<file path="config.mk">
export PLATFORM = sky130hd
export DESIGN_NAME = brg_err_capture
export DESIGN_NICKNAME = d
export VERILOG_FILES = /design/src/rtl/brg_err_pkg.sv /design/src/rtl/brg_err_ovr_det.sv /design/src/rtl/brg_err_rsp_dec.sv /design/src/rtl/brg_err_regs.sv /design/src/rtl/brg_err_capture.sv
export SDC_FILE = /design/constraint.sdc
export NUM_CORES = 1
export LEC_CHECK = 0
export CORE_MARGIN = 8
export CORE_UTILIZATION = 45
export DETAILED_ROUTE_END_ITERATION = 8
export GPL_TIMING_DRIVEN = 0
export PLACE_DENSITY = 0.81
export SKIP_CTS_REPAIR_TIMING = 1
export SLEW_MARGIN = 20
export SYNTH_ARGS = -nofsm -noshare
export SYNTH_HDL_FRONTEND = slang
export SYNTH_HIERARCHICAL = 1
export SYNTH_SLANG_ARGS = --single-unit
</file>
<file path="constraint.sdc">
create_clock -name clk_i -period 3.4 [get_ports clk_i]
set_input_delay 0.51 -clock clk_i [delete_from_list [all_inputs] [get_ports clk_i]]
set_output_delay 0.51 -clock clk_i [all_outputs]
set_load 0.01 [all_outputs]
</file>
<file path="src/rtl/brg_err_pkg.sv">
package brg_err_pkg;

  localparam int unsigned DATA_W = 32;
  localparam int unsigned SIZE_W = 3;
  localparam int unsigned MID_W  = 4;

  localparam logic [DATA_W-1:0] CLR_MAGIC = 32'hA000_0000;

  typedef enum logic [1:0] {
    RSP_OKAY   = 2'b00,
    RSP_EXOKAY = 2'b01,
    RSP_SLVERR = 2'b10,
    RSP_DECERR = 2'b11
  } axi_rsp_e;

  typedef struct packed {
    logic ovr;
    logic dec;
    logic slv;
  } err_flags_t;

endpackage

</file>
<file path="src/rtl/brg_err_ovr_det.sv">
module brg_err_ovr_det #(
  parameter int unsigned ADDR_W = 32,
  parameter int unsigned LEN_W  = 12,
  parameter bit          BURST_EN = 1'b1,
  parameter logic [ADDR_W-1:0] BASE_ADDR  = '0,
  parameter logic [ADDR_W:0]   SPAN_BYTES = 'h1000
) (
  input  logic              req_valid_i,
  input  logic              req_burst_i,
  input  logic [LEN_W-1:0]  req_len_i,
  input  logic [ADDR_W-1:0] addr_i,
  output logic              ovr_o
);

  localparam logic [ADDR_W:0] LIMIT = {1'b0, BASE_ADDR} + SPAN_BYTES;

  generate
    if (BURST_EN) begin : g_det
      logic [ADDR_W:0] end_excl;
      // one extra bit so a wrap past the top of the address space still compares high
      assign end_excl = {1'b0, addr_i} + (ADDR_W + 1)'(req_len_i);
      assign ovr_o    = req_valid_i && req_burst_i && (end_excl > LIMIT);
    end else begin : g_off
      logic unused_ok;
      assign unused_ok = ^{req_valid_i, req_burst_i, req_len_i, addr_i};
      assign ovr_o     = 1'b0;
    end
  endgenerate

endmodule

</file>
<file path="src/rtl/brg_err_rsp_dec.sv">
module brg_err_rsp_dec
  import brg_err_pkg::*;
(
  input  logic       ovr_i,
  input  logic       bresp_valid_i,
  input  logic [1:0] bresp_i,
  input  logic       rresp_valid_i,
  input  logic [1:0] rresp_i,
  output err_flags_t evt_o
);

  function automatic err_flags_t classify(input logic vld, input logic [1:0] code);
    err_flags_t f;
    f = '0;
    if (vld) begin
      unique case (axi_rsp_e'(code))
        RSP_DECERR: f.dec = 1'b1;
        RSP_SLVERR: f.slv = 1'b1;
        default:    f = '0;
      endcase
    end
    return f;
  endfunction

  err_flags_t wr_f, rd_f;

  assign wr_f = classify(bresp_valid_i, bresp_i);
  assign rd_f = classify(rresp_valid_i, rresp_i);

  // fixed priority: overrun, then write channel, then read channel
  always_comb begin
    evt_o = '0;
    if (ovr_i)              evt_o.ovr = 1'b1;
    else if (wr_f != '0)    evt_o = wr_f;
    else                    evt_o = rd_f;
  end

endmodule

</file>
<file path="src/rtl/brg_err_regs.sv">
module brg_err_regs
  import brg_err_pkg::*;
#(
  parameter int unsigned ADDR_W = 32
) (
  input  logic              clk_i,
  input  logic              rst_ni,
  input  err_flags_t        evt_i,
  input  logic              clr_i,
  input  logic [ADDR_W-1:0] q_addr_i,
  input  logic [SIZE_W-1:0] q_size_i,
  input  logic [MID_W-1:0]  q_mid_i,
  input  logic              q_rnw_i,
  output err_flags_t        flags_o,
  output logic [SIZE_W-1:0] size_o,
  output logic [MID_W-1:0]  mid_o,
  output logic              rnw_o,
  output logic [ADDR_W-1:0] addr_o,
  output logic              irq_o
);

  err_flags_t        flags_q;
  logic [SIZE_W-1:0] size_q;
  logic [MID_W-1:0]  mid_q;
  logic              rnw_q;
  logic [ADDR_W-1:0] addr_q;
  logic              irq_q;
  logic              held;
  logic              capture;

  // a clear in this cycle frees the register for an error of this cycle
  assign held    = (flags_q != '0) && !clr_i;
  assign capture = (evt_i != '0) && !held;

  always_ff @(posedge clk_i or negedge rst_ni) begin
    if (!rst_ni) begin
      flags_q <= '0;
      size_q  <= '0;
      mid_q   <= '0;
      rnw_q   <= 1'b0;
      addr_q  <= '0;
      irq_q   <= 1'b0;
    end else begin
      irq_q <= capture;
      if (capture) begin
        flags_q <= evt_i;
        size_q  <= q_size_i;
        mid_q   <= q_mid_i;
        rnw_q   <= q_rnw_i;
        addr_q  <= q_addr_i;
      end else if (clr_i) begin
        flags_q <= '0;
        size_q  <= '0;
        mid_q   <= '0;
        rnw_q   <= 1'b0;
        addr_q  <= '0;
      end
    end
  end

  assign flags_o = flags_q;
  assign size_o  = size_q;
  assign mid_o   = mid_q;
  assign rnw_o   = rnw_q;
  assign addr_o  = addr_q;
  assign irq_o   = irq_q;

endmodule

</file>
<file path="src/rtl/brg_err_capture.sv">
module brg_err_capture
  import brg_err_pkg::*;
#(
  parameter int unsigned ADDR_W   = 32,
  parameter int unsigned LEN_W    = 12,
  parameter bit          BURST_EN = 1'b1,
  parameter logic [ADDR_W-1:0] BASE_ADDR  = '0,
  parameter logic [ADDR_W:0]   SPAN_BYTES = 'h1000
) (
  input  logic              clk_i,
  input  logic              rst_ni,
  input  logic              req_valid_i,
  input  logic              req_burst_i,
  input  logic [LEN_W-1:0]  req_len_i,
  input  logic [ADDR_W-1:0] q_addr_i,
  input  logic [2:0]        q_size_i,
  input  logic [3:0]        q_mid_i,
  input  logic              q_rnw_i,
  input  logic              bresp_valid_i,
  input  logic [1:0]        bresp_i,
  input  logic              rresp_valid_i,
  input  logic [1:0]        rresp_i,
  input  logic              reg_we_i,
  input  logic              reg_sel_i,
  input  logic [31:0]       reg_wdata_i,
  output logic [31:0]       reg_rdata_o,
  output logic              err_irq_o,
  output logic              suppress_ack_o
);

  logic              ovr;
  err_flags_t        evt;
  err_flags_t        flags;
  logic [SIZE_W-1:0] size_q;
  logic [MID_W-1:0]  mid_q;
  logic              rnw_q;
  logic [ADDR_W-1:0] addr_word;
  logic [DATA_W-1:0] stat_word;
  logic              clr_hit;
  logic              evt_any;

  brg_err_ovr_det #(
    .ADDR_W    (ADDR_W),
    .LEN_W     (LEN_W),
    .BURST_EN  (BURST_EN),
    .BASE_ADDR (BASE_ADDR),
    .SPAN_BYTES(SPAN_BYTES)
  ) u_ovr (
    .req_valid_i(req_valid_i),
    .req_burst_i(req_burst_i),
    .req_len_i  (req_len_i),
    .addr_i     (q_addr_i),
    .ovr_o      (ovr)
  );

  brg_err_rsp_dec u_dec (
    .ovr_i        (ovr),
    .bresp_valid_i(bresp_valid_i),
    .bresp_i      (bresp_i),
    .rresp_valid_i(rresp_valid_i),
    .rresp_i      (rresp_i),
    .evt_o        (evt)
  );

  assign clr_hit = reg_we_i && !reg_sel_i && (reg_wdata_i == CLR_MAGIC);
  assign evt_any = (evt != '0);

  brg_err_regs #(.ADDR_W(ADDR_W)) u_regs (
    .clk_i   (clk_i),
    .rst_ni  (rst_ni),
    .evt_i   (evt),
    .clr_i   (clr_hit),
    .q_addr_i(q_addr_i),
    .q_size_i(q_size_i),
    .q_mid_i (q_mid_i),
    .q_rnw_i (q_rnw_i),
    .flags_o (flags),
    .size_o  (size_q),
    .mid_o   (mid_q),
    .rnw_o   (rnw_q),
    .addr_o  (addr_word),
    .irq_o   (err_irq_o)
  );

  always_comb begin
    stat_word       = '0;
    stat_word[10:8] = size_q;
    stat_word[7:4]  = mid_q;
    stat_word[3]    = rnw_q;
    stat_word[2]    = flags.ovr;
    stat_word[1]    = flags.dec;
    stat_word[0]    = flags.slv;
  end

  assign reg_rdata_o    = reg_sel_i ? DATA_W'(addr_word) : stat_word;
  assign suppress_ack_o = ovr;

endmodule

</file>
==> Flow_metrics.wiki, run 1 <==
{| class="wikitable"
! Metric !! Value
|-
| Maximum net fanout on the critical path || 6
|-
| Cell with the most instances after synthesis || sky130_fd_sc_hd__dfrtp_1
|-
| Maximum level of the CTS H-tree || 2
|-
| Worst reg2reg path depth || 4
|-
| Number of max-cap violations || 0
|-
| Proportion of layout cells with a drive suffix above 1 || 0.265
|-
| Setup repair after global routing missed its margin || yes
|-
| Total Power || ~2.7 mW
|-
| Buffers from clock root to sink, at most || 2
|-
| First-pass GRT wire length || 19,200 µm
|-
| Final Hold Violating Endpoints || 0
|-
| Classification of the worst setup path || input port to flip-flop
|-
| Leakage power || ~2.6 nW
|-
| Data required, critical path || 3590 ps
|-
| Drt total wl || 13,400 µm
|-
| Post-route minimum period || 4020 ps
|-
| CTS tree || done
|-
| Total standard cell area after synthesis || between 3000 and 4000 µm²
|-
| Class of the worst hold path || input port to async pin
|-
| Fraction of post-synthesis cell area in the top cell type by area || 0.319
|-
| DIE WIDTH || 104 µm
|-
| Aggregate global-route resource usage || 0.214
|-
| Number of nets in the layout || between 600 and 700
|-
| Post-route worst hold slack || 82.2 ps
|-
| Area of the die || approximately 11,000 µm²
|-
| Main area contributors after synthesis || sky130_fd_sc_hd__dfrtp_1, sky130_fd_sc_hd__a22o_1, sky130_fd_sc_hd__ha_1
|-
| Detailed-routing iteration count for the pre-antenna-repair pass || 5
|-
| Die span in y || 104 µm
|-
| Number of I/O pins || 130
|-
| Ranking of synthesized cells by instance count || sky130_fd_sc_hd__dfrtp_1, sky130_fd_sc_hd__a22o_1, sky130_fd_sc_hd__and2_1
|-
| Least-Margin Pin Slew || 388 ps
|-
| TritonCTS Buffers || 5
|-
| YS warnings || 6
|-
| Share of synthesized registers carrying an async set or reset || 1.00
|-
| Core Box Area || 7570 µm²
|-
| Initial cell density of the core || 0.456
|-
| Number of violations reported at the end of detailed-routing iteration 0 || 338
|-
| Number of enable-type register cells in the synthesized netlist || 0
|-
| Vias per std cell || 6.19
|-
| Clock Tree Root || sky130_fd_sc_hd__clkbuf_8
|-
| Residual antenna-violating net count after detailed routing || 0
|-
| Number of distinct library cell variants in the gate-level netlist after synthesis || 72
|-
| IR drop worst, VDD || 194 µV
|-
| Cells after synthesis || 365
|-
| Post-synthesis average cell area || 9.44 µm²
|-
| Number of DRC violations after detailed routing || 0
|-
| HPWL after detailed placement || around 9500 µm
|-
| Nets in the synthesized netlist || about 470
|-
| Launching element type of the critical path || input port
|-
| Library cell with the largest summed area after synthesis || sky130_fd_sc_hd__dfrtp_1
|-
| F_max || 249 MHz
|-
| Violations in the final reports || negative setup slack
|-
| Slack of the worst reg-to-reg path || between 1500 and 2000 ps
|-
| Layout overhead on the synthesized area || 72.7%
|-
| Clock insertion delay at the later pin of the skew report || 300 ps
|-
| I/O Buffers || approximately 130
|-
| Number of max-slew violations in the final report || 0
|-
| Worst reg2reg endpoint || u_regs/addr_o[8]
|-
| Status || finished with violations
|-
| Worst r2r src || u_regs/flags_o[1]
|-
| Placed instance count || 597
|-
| Layout Cells excl Fill || between 600 and 700
|-
| Initial antenna violation count || 0
|-
| Largest net degree at the start of global routing || 34
|-
| Sink Count || 44
|-
| Arrival time at the worst endpoint || 4200 ps
|-
| Portion of the clock cycle consumed by the worst path in the final layout || 1.18
|-
| Standard-cell row count || 32
|-
| Cell area after placement || 5080 µm²
|-
| Via count || 3,933
|-
| CTS clk-pin slew, worst paths || 90 ps
|-
| Number of setup violations in the final report || 43
|-
| Slew headroom || 0.739
|-
| Final worst slack || -616 ps
|-
| Most used flip-flop cell after synthesis || sky130_fd_sc_hd__dfrtp_1
|-
| Kind of capture point of the worst setup path || flip-flop
|-
| Power density over the cells || 461 nW/µm²
|-
| Flip-flop and latch count after synthesis || 44
|-
| Number of antenna cells inserted || 0
|-
| Final weighted congestion of routability-driven global placement || 0.968
|-
| Post-synthesis sequential area ratio || 0.319
|-
| Post-route standard cell area excluding fillers || 5950 µm²
|-
| Average wire per cell in the routed design || ~21 µm
|-
| Grt ovf || 0
|-
| Worst clock skew on the final layout || 7.80 ps
|-
| Via count of the first global-routing pass || 3,623
|}
logic make-up (layout without fill, tap and decap cells):
logic type	count (synthesis)	in the layout	synth area share
and+or+nand+nor	129	129	0.217
AOI/OAI and AO/OA	123	123	0.288
DFF	44	44	0.319
buffers and inverters	35	203	0.0632
muxes	14	14	0.0446
adders and majority gates	13	13	0.0494
xor gates and xnor gates	7	7	0.0178
worst max-delay path: stages:
cell                        delay, ps
sky130_fd_sc_hd__buf_8            100
sky130_fd_sc_hd__ha_4             160
sky130_fd_sc_hd__fa_2             420
sky130_fd_sc_hd__xnor2_2          150
sky130_fd_sc_hd__o211ai_1         190
sky130_fd_sc_hd__a2111oi_4        330
sky130_fd_sc_hd__o311ai_2         170
sky130_fd_sc_hd__nor4_2           380
sky130_fd_sc_hd__a41oi_2          200
sky130_fd_sc_hd__nor3_2           200
sky130_fd_sc_hd__a31oi_4          180
sky130_fd_sc_hd__o41ai_4          440
sky130_fd_sc_hd__nor3_4           110
sky130_fd_sc_hd__o21a_4           290
sky130_fd_sc_hd__clkbuf_16        170
sky130_fd_sc_hd__a22o_1           190
state kept, by name, summed over array words and instances, names as in the netlist:
register        flops
u_regs/addr_o      32
u_regs/flags_o      3
u_regs/irq_o        1
u_regs/mid_o        4
u_regs/rnw_o        1
u_regs/size_o       3
layout make-up:
type | instances | area (µm²)
well taps | 102 | 128
clock inverters | 2 | 60.1
inverters | 13 | 48.8
flip-flops and latches | 44 | 1100
plain buffers | 22 | 236
clock buffers | 5 | 68.8
multi-input cells | 286 | 2620
repair buffers | 161 | 1690
fillers | 450 | 1610
report_power, final:
group          switching (mW)  internal (mW)
combinational           0.541          0.804
sequential              0.149          0.777
clock                   0.183          0.289
worst max-delay path by stage:
| stage | to | slack [ps] | startpoint | cells past startpoint |
|---|---|---|---|---|
| 6_report | u_regs/addr_o[8] | -620 | q_addr_i[0] | 16 |
| 2_1_floorplan | u_regs/addr_o[24] | -130 | req_len_i[9] | 15 |
| 3_3_place_gp | u_regs/addr_o[15] | -1210 | q_addr_i[0] | 16 |
| 4_1_cts | u_regs/addr_o[7] | -1020 | q_addr_i[0] | 16 |
| 3_5_place_dp | u_regs/addr_o[14] | -1300 | q_addr_i[0] | 16 |
| 5_1_grt | u_regs/addr_o[8] | -740 | q_addr_i[0] | 16 |
routing by layer:
metal | GRT usage | vias to the layer above | share of wire
met5 | 0 | - | 0
met4 | 0.0525 | 0 | 0.021
met3 | 0.0390 | 28 | 0.073
met2 | 0.348 | 230 | 0.48
met1 | 0.285 | 1923 | 0.42
li1 | - | 1752 | -
metrics by stage:
step                utilization  setup TNS (ps)  setup slack, ps
floorplan                     -           -5390             -135
detailed placement        0.671          -55350            -1300
global route              0.787          -29320             -736
finish                    0.787          -23920             -616
global placement          0.669          -51310            -1210
CTS                       0.688          -42970            -1020
cell usage in the layout, fill, tap and decap left out, types with 4 or more instances in the layout:
cell	instances
sky130_fd_sc_hd__inv_1	12
sky130_fd_sc_hd__a21oi_1	9
sky130_fd_sc_hd__o211ai_1	4
sky130_fd_sc_hd__dlymetal6s2s_1	31
sky130_fd_sc_hd__buf_6	16
sky130_fd_sc_hd__o21ai_1	4
sky130_fd_sc_hd__clkdlybuf4s50_1	95
sky130_fd_sc_hd__mux2_2	11
sky130_fd_sc_hd__a21oi_2	4
sky130_fd_sc_hd__a21oi_4	6
sky130_fd_sc_hd__nand2_1	18
sky130_fd_sc_hd__nand4_1	10
sky130_fd_sc_hd__nor2_1	21
sky130_fd_sc_hd__buf_4	26
sky130_fd_sc_hd__nor3_1	5
sky130_fd_sc_hd__nand3_1	12
sky130_fd_sc_hd__and3_1	4
sky130_fd_sc_hd__a31oi_1	4
sky130_fd_sc_hd__buf_8	5
sky130_fd_sc_hd__a22o_1	43
sky130_fd_sc_hd__dfrtp_1	44
sky130_fd_sc_hd__clkbuf_8	5
sky130_fd_sc_hd__nor4_1	8
sky130_fd_sc_hd__ha_4	11
sky130_fd_sc_hd__and2_1	23
(Power assumes the default switching activity.)
==> run 2: changes to the inputs <==
TNS_END_PERCENT = 10   (was unset)
==> run 2 against run 1 <==
Effect of this change:
- the run still ends with negative setup slack left
- clock skew decreased by 3.7 ps
- worst setup slack worse by 49 ps
- core utilization is 2.4 points lower
- worst hold slack improved by 10 ps
- fmax fell by 1.2%
- via count down 3.5%
- non-clock buffer count shrank 11
- sequential power increased by 0.8%
- critical path depth stayed put
- critical endpoint is now u_regs/addr_o[17]
- largest cell class unchanged
==> Flow_metrics.wiki, run 2 (same netlist as run 1, synthesis figures left out) <==
{| class="wikitable"
! Metric !! Value
|-
| Highest-count cells in the layout ignoring fill and taps || sky130_fd_sc_hd__clkdlybuf4s50_1, sky130_fd_sc_hd__dfrtp_1, sky130_fd_sc_hd__a22o_1
|-
| Via count of the first global-routing pass || 3,752 (+3.6%)
|-
| Standard-cell row count || 32 (unchanged)
|-
| Number of nets in the layout || 631 (-1.7%)
|-
| Number of DRC violations after detailed routing || 0 (unchanged)
|-
| Post-route minimum period || 4070 ps (+49.5 ps)
|-
| Number of I/O pins || 130 (unchanged)
|-
| IR drop worst, VDD || 201 µV (+3.8%)
|-
| Biggest cell delay along the critical path || 530 ps (+90 ps)
|-
| CTS clk-pin slew, worst paths || 80 ps (about the same)
|-
| Die span in y || 104 µm (unchanged)
|-
| Sink Count || 44 (unchanged)
|-
| Area of the die || 10,700 µm² (unchanged)
|-
| Kind of capture point of the worst setup path || flip-flop
|-
| Buffers from clock root to sink, at most || 2 (unchanged)
|-
| Highest-delay cell along the critical path || sky130_fd_sc_hd__clkdlybuf4s50_1
|-
| Proportion of layout cells with a drive suffix above 1 || 0.243 (-0.0217)
|-
| Initial antenna violation count || 0 (unchanged)
|-
| Cell family contributing the most delay on the critical path || compound AO/OA/AOI/OAI gates
|-
| Data required, critical path || 3580 ps (about the same)
|-
| CTS tree || done
|-
| Leading cell type in the layout, fill and taps excluded || sky130_fd_sc_hd__clkdlybuf4s50_1
|-
| Maximum net fanout on the critical path || 7 (+1)
|-
| Number of buffers and inverters on the critical path || 2 (unchanged)
|-
| Layout Cells excl Fill || 625 (-1.6%)
|-
| Placed instance count || 597 (unchanged)
|-
| Share of power burned in combinational logic || 0.509 (+0.019)
|-
| Drt total wl || 13,000 µm (-2.8%)
|-
| F_max || 246 MHz (-1.2%)
|-
| Class of the worst hold path || input port to async pin
|-
| Vias per std cell || 6.07 (-2.0%)
|-
| Pre-CTS WS || -1300 ps (-2.47 ps)
|-
| Chain of cells forming the critical path || clkdlybuf4s50_1, ha_4, nand3_2, o22ai_2, a2111oi_2, o311ai_2, nor4_2, a41oi_2, nor3_2, a31oi_4, nand4b_1, o41ai_4, nor3_4, o21a_4, buf_8, a22o_1
|-
| Largest net degree at the start of global routing || 34 (unchanged)
|-
| Slew headroom || 0.746 (+0.00649)
|-
| Layout overhead on the synthesized area || 67.4%
|-
| Power density over the cells || 451 nW/µm² (-2.2%)
|-
| Status || finished with violations
|-
| Portion of the clock cycle consumed by the worst path in the final layout || 1.20 (+0.0146)
|-
| Detailed-routing iteration count for the pre-antenna-repair pass || 4 (-1)
|-
| Power Internal || 1.73 mW (-7.4%)
|-
| Final weighted congestion of routability-driven global placement || 0.958 (-1.1%)
|-
| Number of setup violations in the final report || 44 (+2.3%)
|-
| Number of max-slew violations in the final report || 0 (unchanged)
|-
| Grt ovf || 0 (unchanged)
|-
| Power share of the sequential group || 0.359 (+0.022)
|-
| Net Sw Power || 0.870 mW (-0.35%)
|-
| Final worst slack || -665 ps (-49.5 ps)
|-
| TritonCTS Buffers || 5 (unchanged)
|-
| Largest register FFs || 32 (unchanged)
|-
| Final Hold Violating Endpoints || 0 (unchanged)
|-
| Classification of the worst setup path || input port to flip-flop
|-
| Number of antenna cells inserted || 0 (unchanged)
|-
| Average wire per cell in the routed design || 20.8 µm (-1.3%)
|-
| Number of violations reported at the end of detailed-routing iteration 0 || 280 (-17%)
|-
| Initial cell density of the core || 0.456 (unchanged)
|-
| Least-Margin Pin Slew || 378 ps (-9.31 ps)
|-
| Number of max-cap violations || 0 (unchanged)
|-
| Clock Tree Root || sky130_fd_sc_hd__clkbuf_8
|-
| Maximum level of the CTS H-tree || 2 (unchanged)
|-
| Clk pwr share || 0.132 (-0.040)
|-
| Clock insertion delay at the later pin of the skew report || 290 ps (about the same)
|-
| Violations in the final reports || negative setup slack
|-
| First-pass GRT wire length || 19,300 µm (+0.79%)
|-
| Via count || 3,795 (-3.5%)
|-
| HPWL after detailed placement || 9650 µm (+1.7%)
|-
| Aggregate global-route resource usage || 0.215 (+0.00131)
|-
| DIE WIDTH || 104 µm (unchanged)
|-
| Leakage power || 2.54 nW (-3.9%)
|-
| Fill cell count || 502 (+12%)
|-
| Residual antenna-violating net count after detailed routing || 0 (unchanged)
|-
| Setup repair after global routing missed its margin || yes
|-
| Launching element type of the critical path || input port
|-
| Worst clock skew on the final layout || 4.14 ps (-3.67 ps)
|-
| Total Power || 2.60 mW (-5.2%)
|-
| Core Box Area || 7570 µm² (unchanged)
|-
| Arrival time at the worst endpoint || 4240 ps (+40 ps)
|-
| Net switching fraction of the power || 0.334 (+0.0161)
|-
| I/O Buffers || 129 (unchanged)
|}
## run 2: worst paths after layout
check | start | end | slack, ps | cells past startpoint
max in group asynchronous | rst_ni | u_regs/addr_o[11] | 2850 | 2
max reg2reg | u_regs/flags_o[1] | u_regs/addr_o[17] | 1790 | 4
min reg2reg | u_regs/addr_o[19] | u_regs/addr_o[19] | 500 | 1
max | req_len_i[7] | u_regs/addr_o[17] | -670 | 16
min in group clk_i | u_regs/addr_o[19] | u_regs/addr_o[19] | 500 | 1
min | rst_ni | u_regs/addr_o[18] | 90 | 1
## run 2: through the flow
step | TNS, ps | cell area (µm²) | util | hold WS [ps]
2_1_floorplan | -5390 | 3640 | - | 214
3_3_place_gp | -49770 | 5060 | 0.669 | 476
4_1_cts | -42270 | 5170 | 0.684 | 96.5
6_report | -26500 | 5770 | 0.763 | 92.2
5_1_grt | -28580 | 5770 | 0.763 | 96.2
3_5_place_dp | -54600 | 5080 | 0.671 | 415
## run 2: power by group through the flow
| stage | clock (mW) | sequential (mW) | combinational, mW |
|---|---|---|---|
| floorplan | 0 | 0.874 | 0.681 |
| global placement | 0 | 0.922 | 1.18 |
| detailed placement | 0 | 0.932 | 1.20 |
| CTS | 0.348 | 0.928 | 1.21 |
| global route | 0.371 | 0.962 | 1.41 |
| finish | 0.343 | 0.933 | 1.33 |
## run 2: layer usage
layer | part of all wire | up-vias | track usage | wire [µm]
met5 | 0 | - | 0 | 0
met4 | 0.013 | 0 | 0.0640 | 174
met1 | 0.43 | 1851 | 0.275 | 5550
met3 | 0.067 | 15 | 0.0397 | 873
met2 | 0.49 | 192 | 0.360 | 6390
li1 | - | 1737 | - | -
## run 2: layout make-up
cell class                      instances  area (µm²)  area share
Buffer                                 22         236      0.0410
Timing Repair Buffer                  150        1590       0.275
Multi-Input combinational cell        286        2580       0.447
Tap cell                              102         128      0.0221
Inverter                               13        48.8     0.00845
Clock inverter                          1        7.51     0.00130
Clock buffer                            7        86.3      0.0150
Sequential cell                        44        1100       0.191
